**config.mk**
```make
export PLATFORM = sky130hd
export DESIGN_NAME = ata_cfg_window
export DESIGN_NICKNAME = d
export VERILOG_FILES = /design/src/rtl/ata_cfg_pkg.sv /design/src/rtl/acw_unlock_seq.sv /design/src/rtl/acw_timing_bank.sv /design/src/rtl/ata_cfg_window.sv
export SDC_FILE = /design/constraint.sdc
export NUM_CORES = 1
export LEC_CHECK = 0
export BUFFER_PORTS_ARGS = -buffer_cell sky130_fd_sc_hd__buf_2
export CAP_MARGIN = 25
export CELL_PAD_IN_SITES_DETAIL_PLACEMENT = 1
export CELL_PAD_IN_SITES_GLOBAL_PLACEMENT = 1
export CORE_MARGIN = 4
export CORE_UTILIZATION = 39
export DETAILED_ROUTE_END_ITERATION = 8
export MAX_ROUTING_LAYER = met4
export PLACE_DENSITY_LB_ADDON = 0.1
export SLEW_MARGIN = 15
export SYNTH_ARGS = -nofsm -noshare
export SYNTH_HDL_FRONTEND = slang
export SYNTH_SLANG_ARGS = --single-unit
```
**constraint.sdc**
```tcl
create_clock -name clk -period 2.4 [get_ports clk]
set_input_delay 0.36 -clock clk [delete_from_list [all_inputs] [get_ports clk]]
set_output_delay 0.36 -clock clk [all_outputs]
set_load 0.02 [all_outputs]
```
**src/rtl/ata_cfg_pkg.sv**
```systemverilog
package ata_cfg_pkg;
    localparam int ADDR_W = 3;
    localparam int DATA_W = 16;
    localparam int REG_W  = 8;

    localparam logic [ADDR_W-1:0] OFS_RD_TIM = 3'd0;
    localparam logic [ADDR_W-1:0] OFS_WR_TIM = 3'd1;
    localparam logic [ADDR_W-1:0] OFS_KEY    = 3'd2;
    localparam logic [ADDR_W-1:0] OFS_CTRL   = 3'd3;
    localparam logic [ADDR_W-1:0] OFS_STRAP  = 3'd5;
    localparam logic [ADDR_W-1:0] OFS_MISC   = 3'd6;

    localparam logic [REG_W-1:0] KEY_OPEN   = 8'h03;
    localparam logic [REG_W-1:0] KEY_CLOSE  = 8'h83;
    localparam logic [REG_W-1:0] CTRL_APPLY = 8'h85;

    typedef enum logic [1:0] {
        SQ_IDLE,
        SQ_ONE,
        SQ_TWO,
        SQ_OPEN
    } seq_e;

    typedef struct packed {
        logic [REG_W-1:0] rd_tim;
        logic [REG_W-1:0] wr_tim;
    } tim_pair_t;

    function automatic logic is_key_read(logic rd, logic wide, logic [ADDR_W-1:0] a);
        return rd && wide && (a == OFS_WR_TIM);
    endfunction

    function automatic logic is_key_write(logic wr, logic wide, logic [ADDR_W-1:0] a,
                                          logic [REG_W-1:0] d, logic [REG_W-1:0] key);
        return wr && !wide && (a == OFS_KEY) && (d == key);
    endfunction
endpackage

```
**src/rtl/acw_unlock_seq.sv**
```systemverilog
module acw_unlock_seq
    import ata_cfg_pkg::*;
(
    input  logic              clk,
    input  logic              rst,
    input  logic              rd,
    input  logic              wr,
    input  logic              wide,
    input  logic [ADDR_W-1:0] addr,
    input  logic [REG_W-1:0]  wbyte,
    output logic              open
);
    seq_e state_q, state_d;
    logic k_rd, k_open, k_close;

    assign k_rd    = is_key_read(rd, wide, addr);
    assign k_open  = is_key_write(wr, wide, addr, wbyte, KEY_OPEN);
    assign k_close = is_key_write(wr, wide, addr, wbyte, KEY_CLOSE);

    always_comb begin
        state_d = state_q;
        if (rd || wr) begin
            unique case (state_q)
                SQ_IDLE: state_d = k_rd ? SQ_ONE : SQ_IDLE;
                SQ_ONE:  state_d = k_rd ? SQ_TWO : SQ_IDLE;
                SQ_TWO:  state_d = k_rd ? SQ_TWO : (k_open ? SQ_OPEN : SQ_IDLE);
                SQ_OPEN: state_d = k_close ? SQ_IDLE : SQ_OPEN;
                default: state_d = SQ_IDLE;
            endcase
        end
    end

    always_ff @(posedge clk) begin
        if (rst) state_q <= SQ_IDLE;
        else     state_q <= state_d;
    end

    assign open = (state_q == SQ_OPEN);


    open_entry_chk: assert property (@(posedge clk) disable iff (rst)
        $rose(open) |-> $past(wr && !wide && addr == OFS_KEY && wbyte == KEY_OPEN));


    open_exit_chk: assert property (@(posedge clk) disable iff (rst)
        $fell(open) |-> $past(wr && !wide && addr == OFS_KEY && wbyte == KEY_CLOSE));
endmodule

```
**src/rtl/acw_timing_bank.sv**
```systemverilog
module acw_timing_bank
    import ata_cfg_pkg::*;
#(
    parameter int NUM_DEV = 2,
    parameter logic [REG_W-1:0] TIM_RESET = 8'hFF,
    localparam int SEL_W = (NUM_DEV > 1) ? $clog2(NUM_DEV) : 1
) (
    input  logic                     clk,
    input  logic                     rst,
    input  logic [SEL_W-1:0]         sel,
    input  logic                     ld_rd,
    input  logic                     ld_wr,
    input  logic [REG_W-1:0]         wbyte,
    input  logic                     commit,
    output tim_pair_t                sel_stage,
    output logic [NUM_DEV*REG_W-1:0] act_rd,
    output logic [NUM_DEV*REG_W-1:0] act_wr
);
    tim_pair_t stage_q [NUM_DEV];
    logic [NUM_DEV*REG_W-1:0] stage_rd_flat, stage_wr_flat;

    for (genvar g = 0; g < NUM_DEV; g++) begin : g_dev
        always_ff @(posedge clk) begin
            if (rst) begin
                stage_q[g] <= '{rd_tim: TIM_RESET, wr_tim: TIM_RESET};
                act_rd[g*REG_W +: REG_W] <= TIM_RESET;
                act_wr[g*REG_W +: REG_W] <= TIM_RESET;
            end else begin
                if (ld_rd && sel == SEL_W'(g)) stage_q[g].rd_tim <= wbyte;
                if (ld_wr && sel == SEL_W'(g)) stage_q[g].wr_tim <= wbyte;
                if (commit) begin
                    act_rd[g*REG_W +: REG_W] <= stage_q[g].rd_tim;
                    act_wr[g*REG_W +: REG_W] <= stage_q[g].wr_tim;
                end
            end
        end
        assign stage_rd_flat[g*REG_W +: REG_W] = stage_q[g].rd_tim;
        assign stage_wr_flat[g*REG_W +: REG_W] = stage_q[g].wr_tim;
    end

    assign sel_stage = stage_q[sel];


    apply_copy_chk: assert property (@(posedge clk) disable iff (rst)
        commit |=> (act_rd == $past(stage_rd_flat)) && (act_wr == $past(stage_wr_flat)));


    apply_hold_chk: assert property (@(posedge clk) disable iff (rst)
        !$past(commit) |-> ($stable(act_rd) && $stable(act_wr)));
endmodule

```
**src/rtl/ata_cfg_window.sv**
```systemverilog
module ata_cfg_window
    import ata_cfg_pkg::*;
#(
    parameter int NUM_DEV = 2,
    parameter logic [REG_W-1:0] TIM_RESET = 8'hFF,
    parameter logic [3:0] SETUP_RESET = 4'h3
) (
    input  logic                     clk,
    input  logic                     rst,
    input  logic                     host_rd,
    input  logic                     host_wr,
    input  logic                     host_wide,
    input  logic [ADDR_W-1:0]        host_addr,
    input  logic [DATA_W-1:0]        host_wdata,
    output logic [DATA_W-1:0]        host_rdata,
    output logic                     drv_rd,
    output logic                     drv_wr,
    output logic                     drv_wide,
    output logic [ADDR_W-1:0]        drv_addr,
    output logic [DATA_W-1:0]        drv_wdata,
    input  logic [DATA_W-1:0]        drv_rdata,
    input  logic                     strap_clk25,
    output logic                     cfg_open,
    output logic [NUM_DEV*REG_W-1:0] tim_rd_o,
    output logic [NUM_DEV*REG_W-1:0] tim_wr_o,
    output logic [REG_W-1:0]         setup_o
);
    localparam int SEL_W = (NUM_DEV > 1) ? $clog2(NUM_DEV) : 1;

    logic             open;
    logic             cfg_wr;
    logic             commit;
    logic [REG_W-1:0] ctrl_q, misc_q, cfg_rbyte;
    logic [3:0]       setup_q;
    logic             strap_q;
    tim_pair_t        sel_stage;

    acw_unlock_seq u_seq (
        .clk   (clk),
        .rst   (rst),
        .rd    (host_rd),
        .wr    (host_wr),
        .wide  (host_wide),
        .addr  (host_addr),
        .wbyte (host_wdata[REG_W-1:0]),
        .open  (open)
    );

    assign cfg_wr = open && host_wr;
    assign commit = cfg_wr && host_addr == OFS_CTRL && host_wdata[REG_W-1:0] == CTRL_APPLY;

    acw_timing_bank #(.NUM_DEV(NUM_DEV), .TIM_RESET(TIM_RESET)) u_bank (
        .clk       (clk),
        .rst       (rst),
        .sel       (misc_q[SEL_W-1:0]),
        .ld_rd     (cfg_wr && host_addr == OFS_RD_TIM),
        .ld_wr     (cfg_wr && host_addr == OFS_WR_TIM),
        .wbyte     (host_wdata[REG_W-1:0]),
        .commit    (commit),
        .sel_stage (sel_stage),
        .act_rd    (tim_rd_o),
        .act_wr    (tim_wr_o)
    );

    always_ff @(posedge clk) begin
        if (rst) begin
            ctrl_q  <= '0;
            misc_q  <= '0;
            setup_q <= SETUP_RESET;
            strap_q <= strap_clk25;
        end else begin
            if (cfg_wr && host_addr == OFS_CTRL) ctrl_q <= host_wdata[REG_W-1:0];
            if (cfg_wr && host_addr == OFS_MISC) misc_q <= host_wdata[REG_W-1:0];
            if (commit) setup_q <= misc_q[7:4];
        end
    end

    always_comb begin
        unique case (host_addr)
            OFS_RD_TIM: cfg_rbyte = sel_stage.rd_tim;
            OFS_WR_TIM: cfg_rbyte = sel_stage.wr_tim;
            OFS_CTRL:   cfg_rbyte = ctrl_q;
            OFS_STRAP:  cfg_rbyte = {7'd0, strap_q};
            OFS_MISC:   cfg_rbyte = misc_q;
            default:    cfg_rbyte = '0;
        endcase
    end

    assign host_rdata = open ? {{(DATA_W-REG_W){1'b0}}, cfg_rbyte} : drv_rdata;
    assign drv_rd     = host_rd && !open;
    assign drv_wr     = host_wr && !open;
    assign drv_wide   = host_wide;
    assign drv_addr   = host_addr;
    assign drv_wdata  = host_wdata;
    assign cfg_open   = open;
    assign setup_o    = {setup_q, 4'h0};


    strap_hold_chk: assert property (@(posedge clk) disable iff (rst)
        $stable(strap_q));


    setup_apply_chk: assert property (@(posedge clk) disable iff (rst)
        !$past(commit) |-> $stable(setup_o));
endmodule

```
### Word-level counts from Yosys, hierarchy flattened

Memory sizes are Yosys's and may differ from the RTL's. A register that Yosys moved wholly into a read port is not among the register bits.
Index checks and enable logic that the tools add are counted.

| cells by class | value |
|---|---|
| bitwise operators | 5 |
| reductions and logical operators | 23 |
| shift operators | 0 |
| divide/modulo/power cells | 0 |
| equality and inequality tests | 11 |
| magnitude comparators | 0 |
| add/subtract/negate cells | 0 |
| multiply operators | 0 |
| mux-type cells | 28 |

Operators by type and width:

| kind | count |
|---|---|
| 8-bit one-hot mux with 5 select lines | 1 |
| 8-bit two-way mux | 4 |
| 1-bit logical AND | 18 |
| 1-bit two-way mux | 17 |
| 8-bit equality test (second input constant) | 2 |
| 16-bit two-way mux | 1 |
| 8-bit by 2-bit equality test with 1-bit output (second input constant) | 1 |
| 2-bit two-way mux | 4 |
| 2-bit one-hot mux with 4 select lines | 1 |
| 3-bit by 2-bit equality test with 1-bit output (second input constant) | 2 |
| 3-bit equality test (second input constant) | 2 |
| 2-bit equality test (second input constant) | 2 |
| 1-bit OR | 4 |
| 3-bit by 1-bit equality test with 1-bit output (second input constant) | 1 |
| 3-bit logical NOT | 1 |
| 2-bit by 1-bit equality test with 1-bit output (second input constant) | 1 |
| 1-bit logical NOT | 2 |
| 2-bit logical NOT | 1 |
| 1-bit logical OR | 1 |
| 1-bit inverter | 1 |

| storage, ports and cells | value |
|---|---|
| ROM bits | 0 |
| memory bits (writable) | 32 |
| register bits | 23 |
| latch bits | 0 |
| memories kept | 1 |

Memories:

| name | depth | bits a word | read ports | clocked after memory_dff | wr ports | line | source |
|---|---|---|---|---|---|---|---|
| u_bank.stage_q | 2 | 16 | 3 | 3 | 2 | acw_timing_bank.sv:19 | `tim_pair_t stage_q [NUM_DEV];` |

### Logic depth before layout (Yosys ltp)

| depth | value |
|---|---|
| depth after elaboration | 8 |
| mapped depth | 7 |
| mapped depth without buffers | 5 |

### Modules after synthesis

A second synthesis with hierarchy kept.

| unflattened totals | value |
|---|---|
| cells, all modules | 421 |
| area total of the unflattened synthesis | 4456.8 um^2 |

Modules (own cells, without submodules):

| module | cells each | area an instance (um^2) | instances | sequential area each (um^2) |
|---|---|---|---|---|
| acw_timing_bank | 198 | 2631.3 | 1 | 1601.5 |
| ata_cfg_window | 200 | 1642.8 | 1 | 430.4 |
| acw_unlock_seq | 23 | 182.7 | 1 | 40.0 |

### Worst setup path before layout

Ideal clock, no wire load.

| timing path | value |
|---|---|
| kind | input to register |
| start point | in host_addr[2] |
| end point | mem u_bank.stage_q[0][0] (netlist name) (enable) |
| stages on the path | 4 |
| arrival time | 1.761 ns |
| buffers on the path | 2 |
| setup slack | 0.253 ns |
| cells stage by stage | buf_6 -> or3b_4 -> buf_6 -> o31ai_1 |

RTL lines:

| element | line | source |
|---|---|---|
| start, declared | ata_cfg_window.sv:13 | `input logic [ADDR_W-1:0] host_addr,` |
| end, declared | acw_timing_bank.sv:19 |  |

### Final worst setup path

| timing path | value |
|---|---|
| start point | in host_addr[2] |
| end point | out host_rdata[2] |

| on the way | value |
|---|---|
| cells in the longest elaborated chain, start to end | 3 |

RTL lines:

| element | line | source |
|---|---|---|
| 3-bit equality test (tied with other cells) | ata_cfg_window.sv:79 | `unique case (host_addr)` |
| 8-bit one-hot mux with 5 select lines * | ata_cfg_window.sv:79 |  |
| 16-bit two-way mux * | ata_cfg_window.sv:89 | `assign host_rdata = open ? {{(DATA_W-REG_W){1'b0}}, cfg_rbyte} : drv_rdata;` |
| end, declared | ata_cfg_window.sv:15 | `output logic [DATA_W-1:0] host_rdata,` |

Mark *: on every way between the ends. The rest lies on a longest branch, timed or not.

==> impl_metrics.toml <==
[cells_and_area]
syn_to_final_growth_pct = 19.6
fin_area_sq_mm = 0.00494
layout_common_cells = "buf_2, nand2_1, dfxtp_1, nand3_1, nand2b_1"
mostFrequentLayoutCell = "buf_2"
insertedDiodeCount = 0
final_core_util_pct = 47.9
drive_above_1_share_pct = 29.9
nets = 555

[worst_setup_path]
crit_required_ns = 2.04
criticalPathCategory = "in2out"
reg2regPathDepth = 6
cp-end-kind = "output port"
worstPathArrival_ns = 1.92
worst-path-max-fanout = 11
startpoint_type = "primary input"

[worst_hold_path]
hold_path_depth = 1
min_path_type = "in2reg"

[detailed_routing]
ant_nets = 0
via_count = 3294
via_per_inst = 5.03
drc = 0
drt_iter0_markers = 175
drtPass1Iterations = 4
wl_um = 12000
wl_per_cell_um = 18.3

[placed_design]
dp_hpwl_um = 8850
place_area_sq_mm = 0.00467
numPortBuffers = 99
gp_congestion = 0.829

[synth]
ys_ff_latch = 88
ys_seq_area_share_pct = 50.6
syn_area_per_cell_sq_um = 9.72
synth-edff-count = 33
synth_cell_types = 45
async_reset_ff_share_pct = 0
synth_warnings = 0
synth_top_area_share_pct = 26.7
ys_top_cells_by_area = "dfxtp_1, edfxtp_1, nand2_1"
syn_area_sq_mm = 0.00413
synth_area_leader_cell = "dfxtp_1"
ys.flop_type = "dfxtp_1"
postSynthCellCount = 425

[die]
rows = 37
core_area_sq_mm = 0.0103
die_w_um = 111
die_h_um = 111
initial_core_util_pct = 40.0
fp.dieArea_sq_mm = 0.0123
top_level_ports = 120

[power_and_ir_drop]
sw_frac_of_total_pct = 23.9
p_leak_nw = 1.91
p_per_area_mw_per_mm2 = 612
ir_drop_mv = 0.235
p_comb_share_pct = 8.2
power.total_mw = 3.03
intPower_mw = 2.30
clkPwrFrac_pct = 40.6
seq_power_share_pct = 51.2
power_switching_uw = 724

[timing]
worstMarginPinSlew_ns = 0.567
slew_headroom_pct = 62.2
rsz0062_at_grt = "no"
finalCriticalPeriod_ns = 2.28
finalClockSkew_ns = 0.00945
fmax_ghz = 0.438
fin_setup_tns_ns = 0
holdWs_ns = 0.181
fin_crit_sh_pct = 95.1
hold_viol = 0
drv_slew = 0
setup_violations = 0

[clock_tree]
cts_max_level = 3
cts_resized = 0
cts_root_buf = "clkbuf_8"
clock_sinks = 88
hold_buffers = 0
post_cts_buffers = 0
cts_tree = "yes"
numCtsBuffers = 9
insertion_delay_ns = 0.36
clk_pin_slew_ns = 0.09
cts_buffer_depth = 2

[grt]
antenna_found_initial = 0
globalRouteTotalUtil_pct = 20.5
top_usage_layer = "met2"
grt_max_degree = 37
grtUsageMet2_pct = 34.3
grt_overflow = 0
grt_pass1_wl_um = 19300
grt_pass1_vias = 3469
grtUsageMet3_pct = 3.77
gr-usage-met1_pct = 25.5

[run_status]
status = "complete, no violations"

[run]
cap_violations = 0
==> path summary, 6_finish.rpt <==
| kind | start | to | slack, ns |
|---|---|---|---|
| max | host_addr[2] | host_rdata[2] | 0.12 |
| min | strap_clk25 | strap_q$_DFFE_PP_ | 0.18 |
| max reg2reg | u_seq.state_q[0]$_SDFFE_PP0P_ | u_bank.stage_q[1][15]$_SDFFCE_PN1P_ | 0.62 |
| min reg2reg | setup_q[2]$_SDFFE_PP0P_ | setup_q[2]$_SDFFE_PP0P_ | 0.47 |
==> power groups by stage <==
| stage | clock network, mW | logic (mW) | registers [mW] |
|---|---|---|---|
| floorplan | 0 | 0.166 | 1.58 |
| global placement | 0 | 0.245 | 1.58 |
| detailed placement | 0 | 0.250 | 1.58 |
| CTS | 1.25 | 0.251 | 1.55 |
| global route | 1.32 | 0.268 | 1.55 |
| finish | 1.23 | 0.250 | 1.55 |
==> through the flow <==
step | worst slack, ns | cells
CTS | 0.0112 | 655
finish | 0.117 | 655
global placement | 0.173 | 638
floorplan | 0.253 | 428
detailed placement | 0.143 | 639
global route | 0.0276 | 655
==> per-layer routing <==
metal | wire, um | up-vias
li1 | - | 1615
met1 | 5250 | 1581
met2 | 6070 | 88
met3 | 515 | 10
met4 | 129 | 0
met5 | 0 | -
==> worst max-delay path, stage by stage <==
cell,delay [ns]
buf_2,0.11
buf_4,0.17
or3_1,0.58
o22ai_1,0.26
a21oi_1,0.07
o21ai_0,0.17
buf_2,0.19
==> flip-flops by register name, summed over array words and instances, names as in the netlist, named ones only <==
register,cells
tim_rd_o,16
ctrl_q,8
u_seq.state_q,2
tim_wr_o,16
misc_q,8
strap_q,1
u_bank.stage_q,32
setup_q,4
==> area by class of cell <==
type | instances | area, sq um
fill | 1219 | 5380
multi-input combinational | 289 | 1730
clock buffer | 14 | 238
tap | 136 | 170
clock inverter | 2 | 17.5
timing repair buffer | 124 | 684
sequential | 88 | 2090
inverter | 2 | 7.51
==> synthesized netlist by cell type (all sizes together), types with 6 or more instances <==
cell type,instances
nand2,82
dfxtp,55
buf,38
nand3,38
nand2b,35
edfxtp,33
mux2i,30
nor2,20
and2,12
o21ai,12
clkbuf,11
a21oi,10
a22o,6
o22ai,6
==> cells by family after synthesis <==
family          count (synthesis)  share of synthesized area (%)
flops                          88                           50.6
compound gates                 44                           6.81
simple gates                  210                           26.7
buf+inv                        51                           7.96
other cells                     1                         0.0908
mux                            31                           7.81
(Power assumes the default switching activity.)
